<file path="src/rtl/aai_pkg.sv">
package aai_pkg;
   localparam logic [7:0] OP_WORD  = 8'hAD;
   localparam logic [7:0] OP_WRDIS = 8'h04;
   localparam logic [7:0] OP_STAT  = 8'h05;
   localparam logic [7:0] OP_HWON  = 8'h70;
   localparam logic [7:0] OP_HWOFF = 8'h80;

   localparam logic [2:0] LEN_START = 3'd6;
   localparam logic [2:0] LEN_NEXT  = 3'd3;
   localparam logic [2:0] LEN_ONE   = 3'd1;

   typedef enum logic [1:0] {PH_IDLE, PH_LO, PH_HI} phase_e;

   function automatic logic op_allowed(input logic [7:0] op, input logic hw);
      op_allowed = (op == OP_WORD) || (op == OP_WRDIS) || (!hw && (op == OP_STAT));
   endfunction
endpackage

</file>
<file path="src/rtl/aai_frame_cap.sv">
module aai_frame_cap #(
   parameter int ADDR_W = 20
) (
   input  logic              clk,
   input  logic              rst_n,
   input  logic              cs_fall,
   input  logic              rx_valid,
   input  logic [7:0]        rx_byte,
   output logic [7:0]        op,
   output logic              op_seen,
   output logic [2:0]        nbytes,
   output logic [ADDR_W-1:0] addr,
   output logic [7:0]        d_first,
   output logic [7:0]        d_second
);
   logic [23:0] addr_sh;

   always_ff @(posedge clk or negedge rst_n) begin
      if (!rst_n) begin
         op       <= '0;
         op_seen  <= 1'b0;
         nbytes   <= '0;
         addr_sh  <= '0;
         d_first  <= '0;
         d_second <= '0;
      end else if (cs_fall) begin
         op_seen <= 1'b0;
         nbytes  <= '0;
      end else if (rx_valid) begin
         if (nbytes != 3'd7) nbytes <= nbytes + 3'd1;
         if (nbytes == 3'd0) begin
            op      <= rx_byte;
            op_seen <= 1'b1;
         end
         if (nbytes >= 3'd1 && nbytes <= 3'd3) addr_sh <= {addr_sh[15:0], rx_byte};
         d_first  <= d_second;
         d_second <= rx_byte;
      end
   end

   assign addr = addr_sh[ADDR_W-1:0];
endmodule

</file>
<file path="src/rtl/aai_busy_timer.sv">
module aai_busy_timer #(
   parameter int PROG_CYC = 8
) (
   input  logic clk,
   input  logic rst_n,
   input  logic start,
   output logic busy,
   output logic done
);
   localparam int CW = $clog2(PROG_CYC + 1);
   logic [CW-1:0] cnt;

   always_ff @(posedge clk or negedge rst_n) begin
      if (!rst_n)             cnt <= '0;
      else if (start)         cnt <= CW'(PROG_CYC);
      else if (cnt != '0)     cnt <= cnt - CW'(1);
   end

   assign busy = (cnt != '0);
   assign done = (cnt == CW'(1));
endmodule

</file>
<file path="src/rtl/aai_ready_line.sv">
module aai_ready_line #(
   parameter bit HW_DETECT_EN = 1'b1
) (
   input  logic clk,
   input  logic rst_n,
   input  logic set_hw,
   input  logic clr_hw,
   input  logic session,
   input  logic busy,
   input  logic cs_active,
   output logic hw_mode,
   output logic so_oe,
   output logic so_val
);
   generate
      if (HW_DETECT_EN) begin : g_line
         logic mode_q;
         always_ff @(posedge clk or negedge rst_n) begin
            if (!rst_n)      mode_q <= 1'b0;
            else if (set_hw) mode_q <= 1'b1;
            else if (clr_hw) mode_q <= 1'b0;
         end
         assign hw_mode = mode_q;
         assign so_oe   = mode_q && (session || busy) && cs_active;
         assign so_val  = !busy;
      end else begin : g_none
         assign hw_mode = 1'b0;
         assign so_oe   = 1'b0;
         assign so_val  = 1'b1;
      end
   endgenerate
endmodule

</file>
<file path="src/rtl/aai_word_seq.sv">
module aai_word_seq #(
   parameter int ADDR_W       = 20,
   parameter int PROG_CYC     = 8,
   parameter bit HW_DETECT_EN = 1'b1
) (
   input  logic              clk,
   input  logic              rst_n,
   input  logic              cs_fall,
   input  logic              cs_rise,
   input  logic              cs_active,
   input  logic              rx_valid,
   input  logic [7:0]        rx_byte,
   input  logic              wel_in,
   input  logic              prot_hit,
   output logic [ADDR_W-1:0] chk_addr,
   output logic              prog_req,
   output logic [ADDR_W-1:0] prog_addr,
   output logic [7:0]        prog_data,
   output logic              busy,
   output logic              aai_flag,
   output logic              wel_clr,
   output logic              block_cmd,
   output logic              hw_mode,
   output logic              so_oe,
   output logic              so_val
);
   import aai_pkg::*;

   localparam logic [ADDR_W:0] STEP = (ADDR_W+1)'(2);

   if (ADDR_W < 2 || ADDR_W > 24) begin : g_bad_aw
      $error("ADDR_W must lie in 2..24");
   end
   if (PROG_CYC < 2) begin : g_bad_pc
      $error("PROG_CYC must be at least 2");
   end

   logic [7:0]        f_op;
   logic              f_seen;
   logic [2:0]        f_n;
   logic [ADDR_W-1:0] f_addr;
   logic [7:0]        f_d0, f_d1;

   aai_frame_cap #(.ADDR_W(ADDR_W)) u_cap (
      .clk(clk), .rst_n(rst_n), .cs_fall(cs_fall), .rx_valid(rx_valid),
      .rx_byte(rx_byte), .op(f_op), .op_seen(f_seen), .nbytes(f_n),
      .addr(f_addr), .d_first(f_d0), .d_second(f_d1)
   );

   logic exec, start_go, next_go, wrdi_go, hw_on, hw_off, load, t_done, end_now;

   assign exec     = cs_rise && f_seen;
   assign start_go = exec && !aai_flag && (f_op == OP_WORD) && (f_n == LEN_START)
                     && wel_in && !prot_hit;
   assign next_go  = exec && aai_flag && !busy && (f_op == OP_WORD) && (f_n == LEN_NEXT);
   assign wrdi_go  = exec && aai_flag && !busy && (f_op == OP_WRDIS) && (f_n == LEN_ONE);
   assign hw_on    = exec && !aai_flag && (f_op == OP_HWON)  && (f_n == LEN_ONE);
   assign hw_off   = exec && !aai_flag && (f_op == OP_HWOFF) && (f_n == LEN_ONE);
   assign load     = start_go || next_go;

   aai_busy_timer #(.PROG_CYC(PROG_CYC)) u_tmr (
      .clk(clk), .rst_n(rst_n), .start(load), .busy(busy), .done(t_done)
   );

   logic [ADDR_W:0]   ptr;
   logic [ADDR_W-1:0] word_a;
   logic [7:0]        d_lo, d_hi;
   phase_e            phase;

   assign end_now = t_done && (ptr[ADDR_W] || prot_hit);

   always_ff @(posedge clk or negedge rst_n) begin
      if (!rst_n) begin
         aai_flag <= 1'b0;
         wel_clr  <= 1'b0;
         ptr      <= '0;
         word_a   <= '0;
         d_lo     <= '0;
         d_hi     <= '0;
         phase    <= PH_IDLE;
      end else begin
         wel_clr <= wrdi_go || end_now;
         if (start_go)                aai_flag <= 1'b1;
         else if (wrdi_go || end_now) aai_flag <= 1'b0;

         if (start_go) begin
            word_a <= {f_addr[ADDR_W-1:1], 1'b0};
            ptr    <= {1'b0, f_addr[ADDR_W-1:1], 1'b0} + STEP;
         end else if (next_go) begin
            word_a <= ptr[ADDR_W-1:0];
            ptr    <= ptr + STEP;
         end
         if (load) begin
            d_lo <= f_d0;
            d_hi <= f_d1;
         end

         case (phase)
            PH_LO:   phase <= PH_HI;
            PH_HI:   phase <= PH_IDLE;
            default: phase <= load ? PH_LO : PH_IDLE;
         endcase
      end
   end

   assign prog_req  = (phase != PH_IDLE);
   assign prog_addr = {word_a[ADDR_W-1:1], phase == PH_HI};
   assign prog_data = (phase == PH_HI) ? d_hi : d_lo;
   assign chk_addr  = aai_flag ? ptr[ADDR_W-1:0] : f_addr;
   assign block_cmd = aai_flag && f_seen && !op_allowed(f_op, hw_mode);

   aai_ready_line #(.HW_DETECT_EN(HW_DETECT_EN)) u_rdy (
      .clk(clk), .rst_n(rst_n), .set_hw(hw_on), .clr_hw(hw_off),
      .session(aai_flag), .busy(busy), .cs_active(cs_active),
      .hw_mode(hw_mode), .so_oe(so_oe), .so_val(so_val)
   );
endmodule

</file>
<file path="config.mk">
export PLATFORM = sky130hd
export DESIGN_NAME = aai_word_seq
export DESIGN_NICKNAME = d
export VERILOG_FILES = /design/src/rtl/aai_pkg.sv /design/src/rtl/aai_frame_cap.sv /design/src/rtl/aai_busy_timer.sv /design/src/rtl/aai_ready_line.sv /design/src/rtl/aai_word_seq.sv
export SDC_FILE = /design/constraint.sdc
export NUM_CORES = 1
export LEC_CHECK = 0
export ABC_AREA = 1
export ABC_CLOCK_PERIOD_IN_PS = 6100
export BUFFER_PORTS_ARGS = -buffer_cell sky130_fd_sc_hd__buf_2
export CORE_MARGIN = 1.5
export CORE_UTILIZATION = 63
export CTS_CLUSTER_DIAMETER = 200
export DETAILED_ROUTE_END_ITERATION = 12
export HOLD_SLACK_MARGIN = 0.1
export PLACE_DENSITY = 0.88
export SYNTH_ARGS = -nofsm -noshare
export SYNTH_HDL_FRONTEND = slang
export SYNTH_SLANG_ARGS = --single-unit
export TNS_END_PERCENT = 5
</file>
<file path="constraint.sdc">
create_clock -name clk -period 6.1 [get_ports clk]
set_clock_uncertainty 0.15 [all_clocks]
set_input_delay 0 -clock clk [delete_from_list [all_inputs] [get_ports clk]]
set_output_delay 0 -clock clk [all_outputs]
set_load 0.02 [all_outputs]
</file>
# After elaboration in Yosys (flattened, before gate mapping)
# Index checks and enable logic that the tools add are counted.
dict set report word_totals {
  regBits 114
  latch_bits 0
  ramBits 0
  mem_bits_ro 0
  in_bits 16
  output_inout_bits 56
  elab_cells 103
  n_memories 0
}
dict set report classes {
  n_addsub 4
  mul 0
  div_mod_pow 0
  order_cmp 2
  n_eq_ne 12
  shifts 0
  mux 20
  bitwise_logic 1
  n_reduce_logical 49
}
# operator count
set ops {}
lappend ops {{$mux W20} 3}
lappend ops {{$mux W21} 2}
lappend ops {{$logic_and A1 B1 Y1} 23}
lappend ops {{$add A20 B2 Y21 const B} 1}
lappend ops {{$add A21 B2 Y21 const B} 1}
lappend ops {{$eq A8 B3 Y1 const B} 2}
lappend ops {{$eq A8 B8 Y1 const B} 2}
lappend ops {{$reduce_bool A2 Y1} 8}
lappend ops {{$mux W3} 3}
lappend ops {{$eq A8 B7 Y1 const B} 1}
lappend ops {{$mux W1} 8}
lappend ops {{$mux W4} 2}
lappend ops {{$mux W8} 1}
lappend ops {{$logic_or A1 B1 Y1} 6}
lappend ops {{$reduce_and A2 Y1} 3}
lappend ops {{$reduce_and A3 Y1} 2}
lappend ops {{$logic_not A1 Y1} 5}
lappend ops {{$eq A4 B1 Y1 const B} 1}
lappend ops {{$pmux W2 S2} 1}
lappend ops {{$reduce_bool A4 Y1} 1}
lappend ops {{$sub A4 B1 Y4 const B} 1}
lappend ops {{$add A3 B1 Y3 const B} 1}
lappend ops {{$eq A3 B1 Y1 const B} 1}
lappend ops {{$eq A3 B2 Y1 const B} 1}
lappend ops {{other kinds (8)} 8}

# Depth between registers and ports, before layout
# Gate-level depths: netlist of the first run.
dict set report logic_depth {
  word_depth 9
  mapped_depth 19
  mapped_depth_nobuf 17
}

# Hierarchy
# A second synthesis of the first run with hierarchy kept.
dict set report unflattened {
  hier_cells 760
  area_unflattened_um2 5856.9
}
# mod instances cells_per_inst area_per_inst_um2 seq_area_each_um2
set by_module_without_submodules {}
lappend by_module_without_submodules {aai_word_seq 1 527 3621.0 1476.4}
lappend by_module_without_submodules {aai_frame_cap 1 194 1938.1 1201.2}
lappend by_module_without_submodules {aai_busy_timer 1 30 242.7 100.1}
lappend by_module_without_submodules {aai_ready_line 1 9 55.1 25.0}

# Worst setup path before layout of the first run
# No wires, ideal clock.
dict set report synth_path {
  path_type {register to register}
  startpoint {register u_cap.nbytes[0]}
  endpoint {register ptr[17]}
  setup_ns 0.124
  arrival_time_ns 2.255
  required_ns 5.826
  setup_slack_ns 3.571
  stages_incl_launch_ff 19
  path_buffers 2
  synth_period_minus_slack_ns 2.529
  path_cell_list {dfrtp_1 > inv_1 > ha_1 > nand2_1 > inv_1 > nand2_1 > nor2_2 > nand2_4 > buf_6 > buf_6 > o21ai_2 > ha_1 > nand2_1 > nor2_2 > nand2_1 > nor2_2 > nand2_1 > nand2_1 > nand3_1}
}
dict set report synth_between {
  elab_chain_len 5
  word_cells_on_any_way 8
  cone_classes {2 x eq/ne; 1 x mux; 5 x reduce/logical}
}
# item line_no
set synth_lines {}
lappend synth_lines {{start: declaration} aai_frame_cap.sv:11} ;# output logic [2:0] nbytes,
lappend synth_lines {{start signal: assignment} aai_frame_cap.sv:30} ;# if (nbytes != 3'd7) nbytes <= nbytes + 3'd1;
lappend synth_lines {{$eq A3 B3 Y1} aai_word_seq.sv:53} ;# assign start_go = exec && !aai_flag && (f_op == OP_WORD) && (f_n == LEN_START)
lappend synth_lines {{$logic_and A1 B1 Y1} aai_word_seq.sv:53}
lappend synth_lines {{$logic_and A1 B1 Y1 (2 in a row)} aai_word_seq.sv:54} ;# && wel_in && !prot_hit;
lappend synth_lines {{$mux W21 / $reduce_bool A2 Y1 (equally long branches)} -}
lappend synth_lines {{end signal: assignment} aai_word_seq.sv:88} ;# ptr <= {1'b0, f_addr[ADDR_W-1:1], 1'b0} + STEP;
lappend synth_lines {{end signal: assignment} aai_word_seq.sv:91} ;# ptr <= ptr + STEP;
lappend synth_lines {{end: declaration} aai_word_seq.sv:65} ;# logic [ADDR_W:0] ptr;
# Several ways; a longest one is shown, not always the timed one.
# A chain may end at the register's enable or synchronous reset.

# Worst setup path in the final report of the first run
dict set report layout_path {
  startpoint {register aai_flag}
  endpoint {register ptr[12]}
}
dict set report layout_between {
  elab_chain_len 7
  word_cells_on_any_way 12
  cone_classes {1 x mux; 11 x reduce/logical}
}
# item line_no
set layout_lines {}
lappend layout_lines {{start: declaration} aai_word_seq.sv:20} ;# output logic aai_flag,
lappend layout_lines {{start signal: assignment} aai_word_seq.sv:74} ;# aai_flag <= 1'b0;
lappend layout_lines {{start signal: assignment} aai_word_seq.sv:83} ;# if (start_go) aai_flag <= 1'b1;
lappend layout_lines {{start signal: assignment} aai_word_seq.sv:84} ;# else if (wrdi_go || end_now) aai_flag <= 1'b0;
lappend layout_lines {{$logic_not A1 Y1} aai_word_seq.sv:53}
lappend layout_lines {{$logic_and A1 B1 Y1 (3 in a row)} aai_word_seq.sv:53}
lappend layout_lines {{$logic_and A1 B1 Y1 (2 in a row)} aai_word_seq.sv:54}
lappend layout_lines {{$mux W21 / $reduce_bool A2 Y1 (equally long branches)} -}
# Several ways; a longest one is shown, not always the timed one.

==> flow_summary.ini, run 1 <==
[place]
place_inst = 884
gp_congestion = 0.916
place_hpwl_um = 10000
port_buffers = 71
place_area_um2 = 6130

[global_routing]
gr-total-overflow = 0
grt_max_degree = 78
grt_pass1_vias = 4988
antenna_found_initial = 0
grt_pass1_wl_um = 23700
grt_usage = 0.307

[routing]
vias = 5186
routed_wl_um = 14300
wl_per_cell_um = 15.6
drt_first_pass_iters = 10
vias_per_cell = 5.65
drc = 6
ant_nets = 0
drt_iter0_drc = 447

[worst_setup_path]
path_max_fanout = 53
criticalPathCategory = reg -> reg
r2r_slack_ns = 1.95
required_ns = 6.25
cp_data_arrival_time_ns = 4.30
cp-start-kind = register
crit_cells = 9
cp_top_family = simple AND/OR/NAND/NOR gates
reg2reg_depth = 9
slowest_delay_ns = 0.85
path_cells = inv_2, nand3_1, nor2_2, nand2_4, nand2_1, buf_4, inv_1, or2_2, o211ai_1
end_kind = register
slowest_stage = dfrtp_1
cp_num_buf_inv = 3

[cells_and_area]
area_growth_pct = 13.2
nNetsFinal = 834
layout-drive-gt1-share = 0.152
stdcell_count = 918
design_area_um2 = 6520
diodes = 0

[power]
power.internal_mw = 1.15
p_seq_frac = 0.507
leakagePower_nw = 3.37
p_sw_uw = 713
power_mw = 1.87
clkPwrFrac = 0.238
p_comb_frac = 0.255
peakVddDrop_mv = 0.227
powerDensity_nw_per_um2 = 287
swShare = 0.382

[synth]
ys.flop_type = dfrtp_1
netlist.top_cell.by_area = dfrtp_1
yosysMostFrequentCell = nand2_1
synth_area_leaders = dfrtp_1, nand2_1, o21ai_0
synth.ff_latch_count = 112
synthDominantCellAreaShare = 0.487
avgSynthCellArea_um2 = 7.88
synth_area_um2 = 5750
ys.warnings.count = 0
synth_commonest_cells = nand2_1, dfrtp_1, o21ai_0
ys_types = 37
synth_edf_count = 0
ys_seq_area_frac = 0.487
async_flop_share = 1.00
synth_cells = 730
synthesis.nets = 759

[clock_network]
clk_pin_slew_worst_paths_ns = 0.12
clkLatencyLatePin_ns = 0.38
cts_resized = 0
cts_tree = done
cts.path.max_buffers = 2
ctsHtreeMaxLevel = 3
cts.sinks = 112
cts-buffers-inserted = 9
post_cts_buffers = 0
ctsRootBufferMaster = clkbuf_8

[min_path]
hold_class = in -> reg
holdPathStages = 3

[sta]
period_share = 0.680
setup-violations-final = 0
tightest_slew_ns = 1.24
rsz0062_at_grt = no
fin_setup_tns_ns = 0
fin_crit_ns = 4.15
fmax_mhz = 241
holdWs_ns = 0.208
max-slew-margin-rel = 0.176
slew_violations = 0
final-hold-violation-count = 0

[outcome]
status = finished, violations left
violations = design-rule violations

[die]
die_w_um = 98.6
initial_core_util = 0.653
coreArea_um2 = 8810
fp.dieH_um = 98.6
rows = 34
io_pins = 72
dieArea_um2 = 9720

[run]
cap_violations = 0
[what timing repair did]
action	CTS	global route
endpoints found under the hold margin	70	0
hold buffers	18	0
setup endpoints to repair	0	0
[layout make-up]
| cell class | instances | area, um2 |
|---|---|---|
| timing repair buffer | 93 | 578 |
| sequential | 112 | 2800 |
| inverter | 100 | 375 |
| tap | 108 | 135 |
| clock buffer | 9 | 124 |
| multi-input combinational | 489 | 2430 |
| clock inverter | 7 | 72.6 |
| fill | 711 | 2290 |
[sequential cells by signal, summed over array words and instances (netlist names), 2 cells and up]
register        flops
u_cap.nbytes        3
d_lo                8
u_cap.d_first       8
word_a             19
ptr                20
phase               2
u_cap.d_second      8
d_hi                8
u_cap.addr_sh      20
u_tmr.cnt           4
u_cap.op            8
[path summary, 6_finish.rpt]
| kind | start | end |
|---|---|---|
| min reg2reg | u_cap.addr_sh[0] | u_cap.addr_sh[0] |
| max | aai_flag | ptr[12] |
| max in group asynchronous | rst_n | u_cap.addr_sh[8] |
| max reg2reg | aai_flag | ptr[12] |
| min in group asynchronous | rst_n | phase[1] |
| min | cs_fall | u_cap.nbytes[2] |
[power by group through the flow]
stage          sequential, mW  clock (mW)  combinational (mW)
2_1_floorplan           0.912           0               0.313
3_3_place_gp            0.952           0               0.444
3_5_place_dp            0.957           0               0.458
4_1_cts                 0.943       0.448               0.474
5_1_grt                 0.959       0.478               0.527
6_report                0.947       0.444               0.476
[per-layer routing]
metal | part of all wire | GRT usage
met2 | 0.48 | 0.503
met4 | 0.023 | 0.0912
met5 | 0 | 0
met1 | 0.41 | 0.417
met3 | 0.082 | 0.0638
[cell families (layout without fill, tap and decap cells)]
kind of cell	count (synthesis)	after routing	synth area share
buffers and inverters	129	209	0.0920
AOI/OAI and AO/OA	154	154	0.152
adders and majority gates	13	13	0.0283
and+or+nand+nor	318	318	0.235
xor gates and xnor gates	4	4	0.00609
DFF	112	112	0.487
[per-stage QoR]
step / setup WS, ns / utilization
after floorplan: 3.57 / -
after global placement: 2.19 / 0.696
after detailed placement: 2.05 / 0.696
after CTS: 2.01 / 0.740
after global routing: 1.55 / 0.740
final: 1.95 / 0.740
[cell usage in the layout (no fill, tap or decap), drive strengths merged, types with 9 or more instances in the layout]
cell	count
ha	13
o21ai	125
inv	104
buf	76
nand2	204
nor2	57
clkbuf	9
dfrtp	112
dlygate4sd3	17
nand3	44
[worst register-to-register path, stage by stage, from the launching register on]
cell and delay (ns):
dfrtp_1 0.85, inv_2 0.25, nand3_1 0.13, nor2_2 0.46
nand2_4 0.42, nand2_1 0.21, buf_4 0.46, inv_1 0.53
or2_2 0.46, o211ai_1 0.17
Note: power is estimated with default switching activity, not from simulation.
==> run 2: changes to the inputs <==
--- a/config.mk
+++ b/config.mk
@@ -5,15 +5,15 @@
 export SDC_FILE = /design/constraint.sdc
 export NUM_CORES = 1
 export LEC_CHECK = 0
-export ABC_AREA = 1
-export ABC_CLOCK_PERIOD_IN_PS = 6100
+export ABC_AREA = 0
+export ABC_CLOCK_PERIOD_IN_PS = 3600
 export BUFFER_PORTS_ARGS = -buffer_cell sky130_fd_sc_hd__buf_2
 export CORE_MARGIN = 1.5
-export CORE_UTILIZATION = 63
+export CORE_UTILIZATION = 53
 export CTS_CLUSTER_DIAMETER = 200
 export DETAILED_ROUTE_END_ITERATION = 12
 export HOLD_SLACK_MARGIN = 0.1
-export PLACE_DENSITY = 0.88
+export PLACE_DENSITY = 0.79
 export SYNTH_ARGS = -nofsm -noshare
 export SYNTH_HDL_FRONTEND = slang
 export SYNTH_SLANG_ARGS = --single-unit
==> constraint.sdc (replaced) <==
create_clock -name clk -period 3.6 [get_ports clk]
set_clock_uncertainty 0.15 [all_clocks]
set_input_delay 0 -clock clk [delete_from_list [all_inputs] [get_ports clk]]
set_output_delay 0 -clock clk [all_outputs]
set_load 0.02 [all_outputs]
==> flow_summary.ini, run 2 <==
[outcome]
status = complete, no violations

[worst_setup_path]
slowest_stage = dfrtp_1
cp-start-kind = register
cp_top_family = simple AND/OR/NAND/NOR gates
required_ns = 3.74
path_cells = inv_1, ha_1, and4b_1, and4_1, nand2_1, nand2_1, ha_1, inv_1, nor3_2, and4_1, nand2b_1, o21ai_0, a21oi_1
rr_endpoint = ptr[19]
criticalPathCategory = reg -> reg
cp_num_buf_inv = 2
end_kind = register
crit_cells = 13
r2r_slack_ns = 0.47
cp_data_arrival_time_ns = 3.27
slowest_delay_ns = 0.46
reg2reg_depth = 13
path_max_fanout = 8
r2r-start = u_cap.nbytes[0]

[clock_network]
clk_pin_slew_worst_paths_ns = 0.11
ctsHtreeMaxLevel = 3
ctsRootBufferMaster = clkbuf_8
cts.sinks = 112
cts_tree = done
cts.path.max_buffers = 2
clkLatencyLatePin_ns = 0.40
cts-buffers-inserted = 9

[power]
powerDensity_nw_per_um2 = 526
clkPwrFrac = 0.216
leakagePower_nw = 3.19
p_seq_frac = 0.499
peakVddDrop_mv = 0.359
swShare = 0.370
p_comb_frac = 0.285
p_sw_mw = 1.30
power.internal_mw = 2.21

[sta]
fin_setup_tns_ns = 0
holdWs_ns = 0.0689
setup-violations-final = 0
final-hold-violation-count = 0
period_share = 0.870
max-slew-margin-rel = 0.461
rsz0062_at_grt = no
fin_crit_ns = 3.13
fmax_mhz = 319
tightest_slew_ns = 0.809
slew_violations = 0

[global_routing]
grt_pass1_wl_um = 23000
grt_usage = 0.251
grt_max_degree = 65
grt_pass1_vias = 4644
gr-total-overflow = 0
antenna_found_initial = 0

[synth]
synth_area_leaders = dfrtp_1, mux2_2, nand2_1
synth.ff_latch_count = 112
synth_edf_count = 0
ys_seq_area_frac = 0.474
avgSynthCellArea_um2 = 9.90
ys_types = 59
ys.warnings.count = 0
synth_area_um2 = 5910
ys.flop_type = dfrtp_1
synthDominantCellAreaShare = 0.474
synth_commonest_cells = dfrtp_1, nand2_1, mux2_2
yosysMostFrequentCell = dfrtp_1
synth_cells = 597
async_flop_share = 1.00
netlist.top_cell.by_area = dfrtp_1
synthesis.nets = 626

[min_path]
hold_class = in -> async

[routing]
routed_wl_um = 14000
drc = 0
vias = 4799
wl_per_cell_um = 17.3
drt_first_pass_iters = 5
ant_nets = 0
vias_per_cell = 5.92
drt_iter0_drc = 308

[run]
cap_violations = 0

[die]
fp.dieH_um = 109
die_w_um = 109
dieArea_um2 = 11800
initial_core_util = 0.545
io_pins = 72
coreArea_um2 = 10800
rows = 38

[cells_and_area]
layout-drive-gt1-share = 0.268
nNetsFinal = 695
n_fill_cell = 901
final_common_cell = dfrtp_1
multi_input_area_um2 = 2850
utilization = 0.616
area_growth_pct = 12.8
final_cell_mix = dfrtp_1, nand2_1, mux2_2
largestRegisters = ptr: 20 flops, u_cap.addr_sh: 20 flops, word_a: 19 flops
seqCellArea_um2 = 2800
diodes = 0

[place]
place_hpwl_um = 9700
gp_congestion = 0.890
port_buffers = 71
## run 2: layout make-up
cell class,count,share of cell area
multi-input combinational,433,0.427
sequential,112,0.420
timing repair buffer,96,0.0889
tap,140,0.0263
clock buffer,10,0.0206
clock inverter,6,0.00919
inverter,14,0.00788
## run 2: worst max path at each step
stage                          from      end  slack, ns
global route        u_cap.nbytes[0]  ptr[17]       0.16
finish              u_cap.nbytes[0]  ptr[19]       0.47
floorplan           u_cap.nbytes[0]  ptr[17]       0.44
global placement    u_cap.nbytes[0]  ptr[17]       0.50
CTS                 u_cap.nbytes[0]  ptr[19]       0.31
detailed placement  u_cap.nbytes[0]  ptr[19]       0.33
## run 2: power by group through the flow
| stage | sequential, mW | clock, mW | combinational (mW) |
|---|---|---|---|
| 2_1_floorplan | 1.62 | 0 | 0.777 |
| 3_3_place_gp | 1.74 | 0 | 0.952 |
| 3_5_place_dp | 1.77 | 0 | 0.985 |
| 4_1_cts | 1.74 | 0.776 | 1.01 |
| 5_1_grt | 1.79 | 0.815 | 1.08 |
| 6_report | 1.75 | 0.758 | 0.999 |
## run 2: metal layers
| metal | track usage | vias up | part of all wire |
|---|---|---|---|
| met2 | 0.426 | 167 | 0.51 |
| met1 | 0.322 | 2379 | 0.42 |
| met4 | 0.0855 | 0 | 0.011 |
| met3 | 0.0460 | 13 | 0.064 |
| met5 | 0 | - | 0 |
| li1 | - | 2240 | - |
## run 2: through the flow
step	total power [mW]	setup WS (ns)	instance area, um2	cells
detailed placement	2.75	0.331	6330	781
finish	3.51	0.468	6670	811
CTS	3.52	0.310	6670	811
floorplan	2.40	0.437	5910	597
global placement	2.70	0.496	6330	781
global route	3.68	0.162	6670	811
## run 2: timing repair
item	CTS	global route
endpoints found under the hold margin	92	0
buffers inserted	0	0
hold buffers	14	0
gates resized for setup	0	1
setup endpoints to repair	0	2
## run 2: cells by family after synthesis
kind of cell,share of synthesized area
buffers and inverters,0.0449
muxes,0.140
and+or+nand+nor,0.194
AOI/OAI and AO/OA,0.105
adders and majority gates,0.0275
DFF,0.474
xor gates and xnor gates,0.0148
## run 2: worst register-to-register path, delay by kind of cell, from the launching register on
family,cells,cell delay (ns)
and+or+nand+nor,7,1.47
buffers and inverters,2,0.26
DFF,1,0.46
adders and majority gates,2,0.46
AOI/OAI and AO/OA,2,0.25
==> run 3: changes to the inputs <==
--- a/config.mk
+++ b/config.mk
@@ -7,13 +7,15 @@
 export LEC_CHECK = 0
 export ABC_AREA = 0
 export ABC_CLOCK_PERIOD_IN_PS = 3600
-export BUFFER_PORTS_ARGS = -buffer_cell sky130_fd_sc_hd__buf_2
+export CELL_PAD_IN_SITES_DETAIL_PLACEMENT = 1
+export CELL_PAD_IN_SITES_GLOBAL_PLACEMENT = 1
 export CORE_MARGIN = 1.5
-export CORE_UTILIZATION = 53
+export CORE_UTILIZATION = 45
 export CTS_CLUSTER_DIAMETER = 200
 export DETAILED_ROUTE_END_ITERATION = 12
+export DONT_BUFFER_PORTS = 1
 export HOLD_SLACK_MARGIN = 0.1
-export PLACE_DENSITY = 0.79
+export PLACE_DENSITY = 0.78
 export SYNTH_ARGS = -nofsm -noshare
 export SYNTH_HDL_FRONTEND = slang
 export SYNTH_SLANG_ARGS = --single-unit
==> flow_summary.ini, run 3 (synthesis results as in run 2) <==
[routing]
drc = 0
ant_nets = 0
vias = 4564
routed_wl_um = 15800
drt_iter0_drc = 210
vias_per_cell = 5.89
drt_first_pass_iters = 4
wl_per_cell_um = 20.4

[die]
coreArea_um2 = 12700
die_w_um = 118
io_pins = 72
rows = 41
fp.dieH_um = 118
initial_core_util = 0.465
dieArea_um2 = 13800

[worst_setup_path]
end_kind = register
cp-start-kind = register
required_ns = 3.68
slowest_delay_ns = 0.45
slowest_stage = dfrtp_1
cp_num_buf_inv = 3
cp_data_arrival_time_ns = 3.22
crit_top_cell = nand2_1
criticalPathCategory = reg -> reg
path_cells = inv_1, ha_1, and4b_1, and4_1, nand2_1, nand2_1, ha_1, inv_1, nor3_1, buf_4, and4_1, nand2_1, o21ai_0, a21oi_1
cp_top_family = simple AND/OR/NAND/NOR gates
path_max_fanout = 8

[clock_network]
ctsRootBufferMaster = clkbuf_16
cts.sinks = 112
clk_pin_slew_worst_paths_ns = 0.08
cts.path.max_buffers = 2
cts_tree = done
post_cts_buffers = 0
cts-buffers-inserted = 9
ctsHtreeMaxLevel = 3
cts_resized = 0
clkLatencyLatePin_ns = 0.37

[run]
cap_violations = 0

[sta]
fin_setup_tns_ns = 0
setup-violations-final = 0
max-slew-margin-rel = 0.447
period_share = 0.871
fmax_mhz = 319
tightest_slew_ns = 0.825
fin_crit_ns = 3.14
fin_ws_ns = 0.465
slew_violations = 0
rsz0062_at_grt = no
final-hold-violation-count = 0

[place]
place_worst_setup_slack_ns = 0.510
gp_congestion = 0.898
port_buffers = 0
place_hpwl_um = 10500

[power]
p_seq_frac = 0.474
peakVddDrop_mv = 0.471
power_mw = 3.73
leakagePower_nw = 2.92
powerDensity_nw_per_um2 = 573
swShare = 0.359
p_comb_frac = 0.241
clkPwrFrac = 0.285
p_sw_mw = 1.34
power.internal_mw = 2.39

[cells_and_area]
n_fill_cell = 1450
area_growth_pct = 10.0
layout-drive-gt1-share = 0.179
diodes = 0
final_cell_mix = dfrtp_1, nand2_1, mux2_2
largestRegisters = ptr: 20 flops, u_cap.addr_sh: 20 flops, word_a: 19 flops
final_common_cell = dfrtp_1
nNetsFinal = 627

[global_routing]
grt_max_degree = 113
gr-total-overflow = 0
antenna_found_initial = 0
grt_pass1_wl_um = 26300
grt_pass1_vias = 4908
grt_usage = 0.239

[min_path]
hold_class = in -> async

[outcome]
status = complete, no violations
## run 3: changes by cell type in the layout (fill, tap and decap cells not counted), moves of 2 or more
cell           previous run  this run
buf_2                    70         0
clkbuf_16                 0         9
clkbuf_8                 10         0
dlygate4sd3_1            14        16
## run 3: area by class of cell
type | instances | area [um2] | area share
Inverter | 14 | 52.6 | 0.00808
Multi-Input combinational cell | 433 | 2850 | 0.439
Clock buffer | 10 | 229 | 0.0352
Timing Repair Buffer | 28 | 270 | 0.0415
Tap cell | 172 | 215 | 0.0331
Clock inverter | 6 | 82.6 | 0.0127
Sequential cell | 112 | 2800 | 0.431
## run 3: through the flow
step | instance area (um2) | util | hold slack [ns] | std cells
after global routing | 6500 | 0.511 | 0.181 | 775
after global placement | 6010 | 0.472 | -0.442 | 742
after CTS | 6500 | 0.511 | 0.185 | 775
after detailed placement | 6010 | 0.472 | -0.442 | 742
final | 6500 | 0.511 | 0.147 | 775
after floorplan | 5910 | - | -0.446 | 597
## run 3: worst reg2reg max path: stages (launching register included)
cell	delay, ns
dfrtp_1	0.45
inv_1	0.12
ha_1	0.16
and4b_1	0.25
and4_1	0.27
nand2_1	0.07
nand2_1	0.11
ha_1	0.33
inv_1	0.13
nor3_1	0.20
buf_4	0.16
and4_1	0.26
nand2_1	0.08
o21ai_0	0.16
a21oi_1	0.09
## run 3: routing by layer
layer,part of all wire,up-vias,global-route usage
met2,0.50,108,0.400
met5,0,-,0
met3,0.051,30,0.0591
met1,0.43,2326,0.304
li1,-,2100,-
met4,0.021,0,0.0762
## run 3: final timing paths
check / endpoint / cells past startpoint / slack (ns) / startpoint
setup / recovery: ptr[17] / 14 / 0.46 / u_cap.nbytes[0]
hold / removal: ptr[7] / 2 / 0.15 / rst_n
setup reg to reg: ptr[17] / 14 / 0.46 / u_cap.nbytes[0]
hold reg to reg: d_lo[0] / 2 / 0.32 / u_cap.d_first[0]
max in group asynchronous: ptr[15] / 2 / 2.69 / rst_n
min in group clk: ptr[1] / 6 / 0.19 / wel_in
## run 3: power by group through the flow
stage / Combinational [mW] / Sequential (mW) / Clock (mW)
global placement: 0.808 / 1.77 / 0
detailed placement: 0.844 / 1.78 / 0
floorplan: 0.777 / 1.62 / 0
finish: 0.897 / 1.77 / 1.06
global route: 0.970 / 1.81 / 1.14
CTS: 0.902 / 1.76 / 1.08
## run 3: what timing repair did
item / CTS / global route
endpoints found under the hold margin: 152 / 0
hold buffers: 17 / 0
endpoints found under the setup margin: 0 / 0
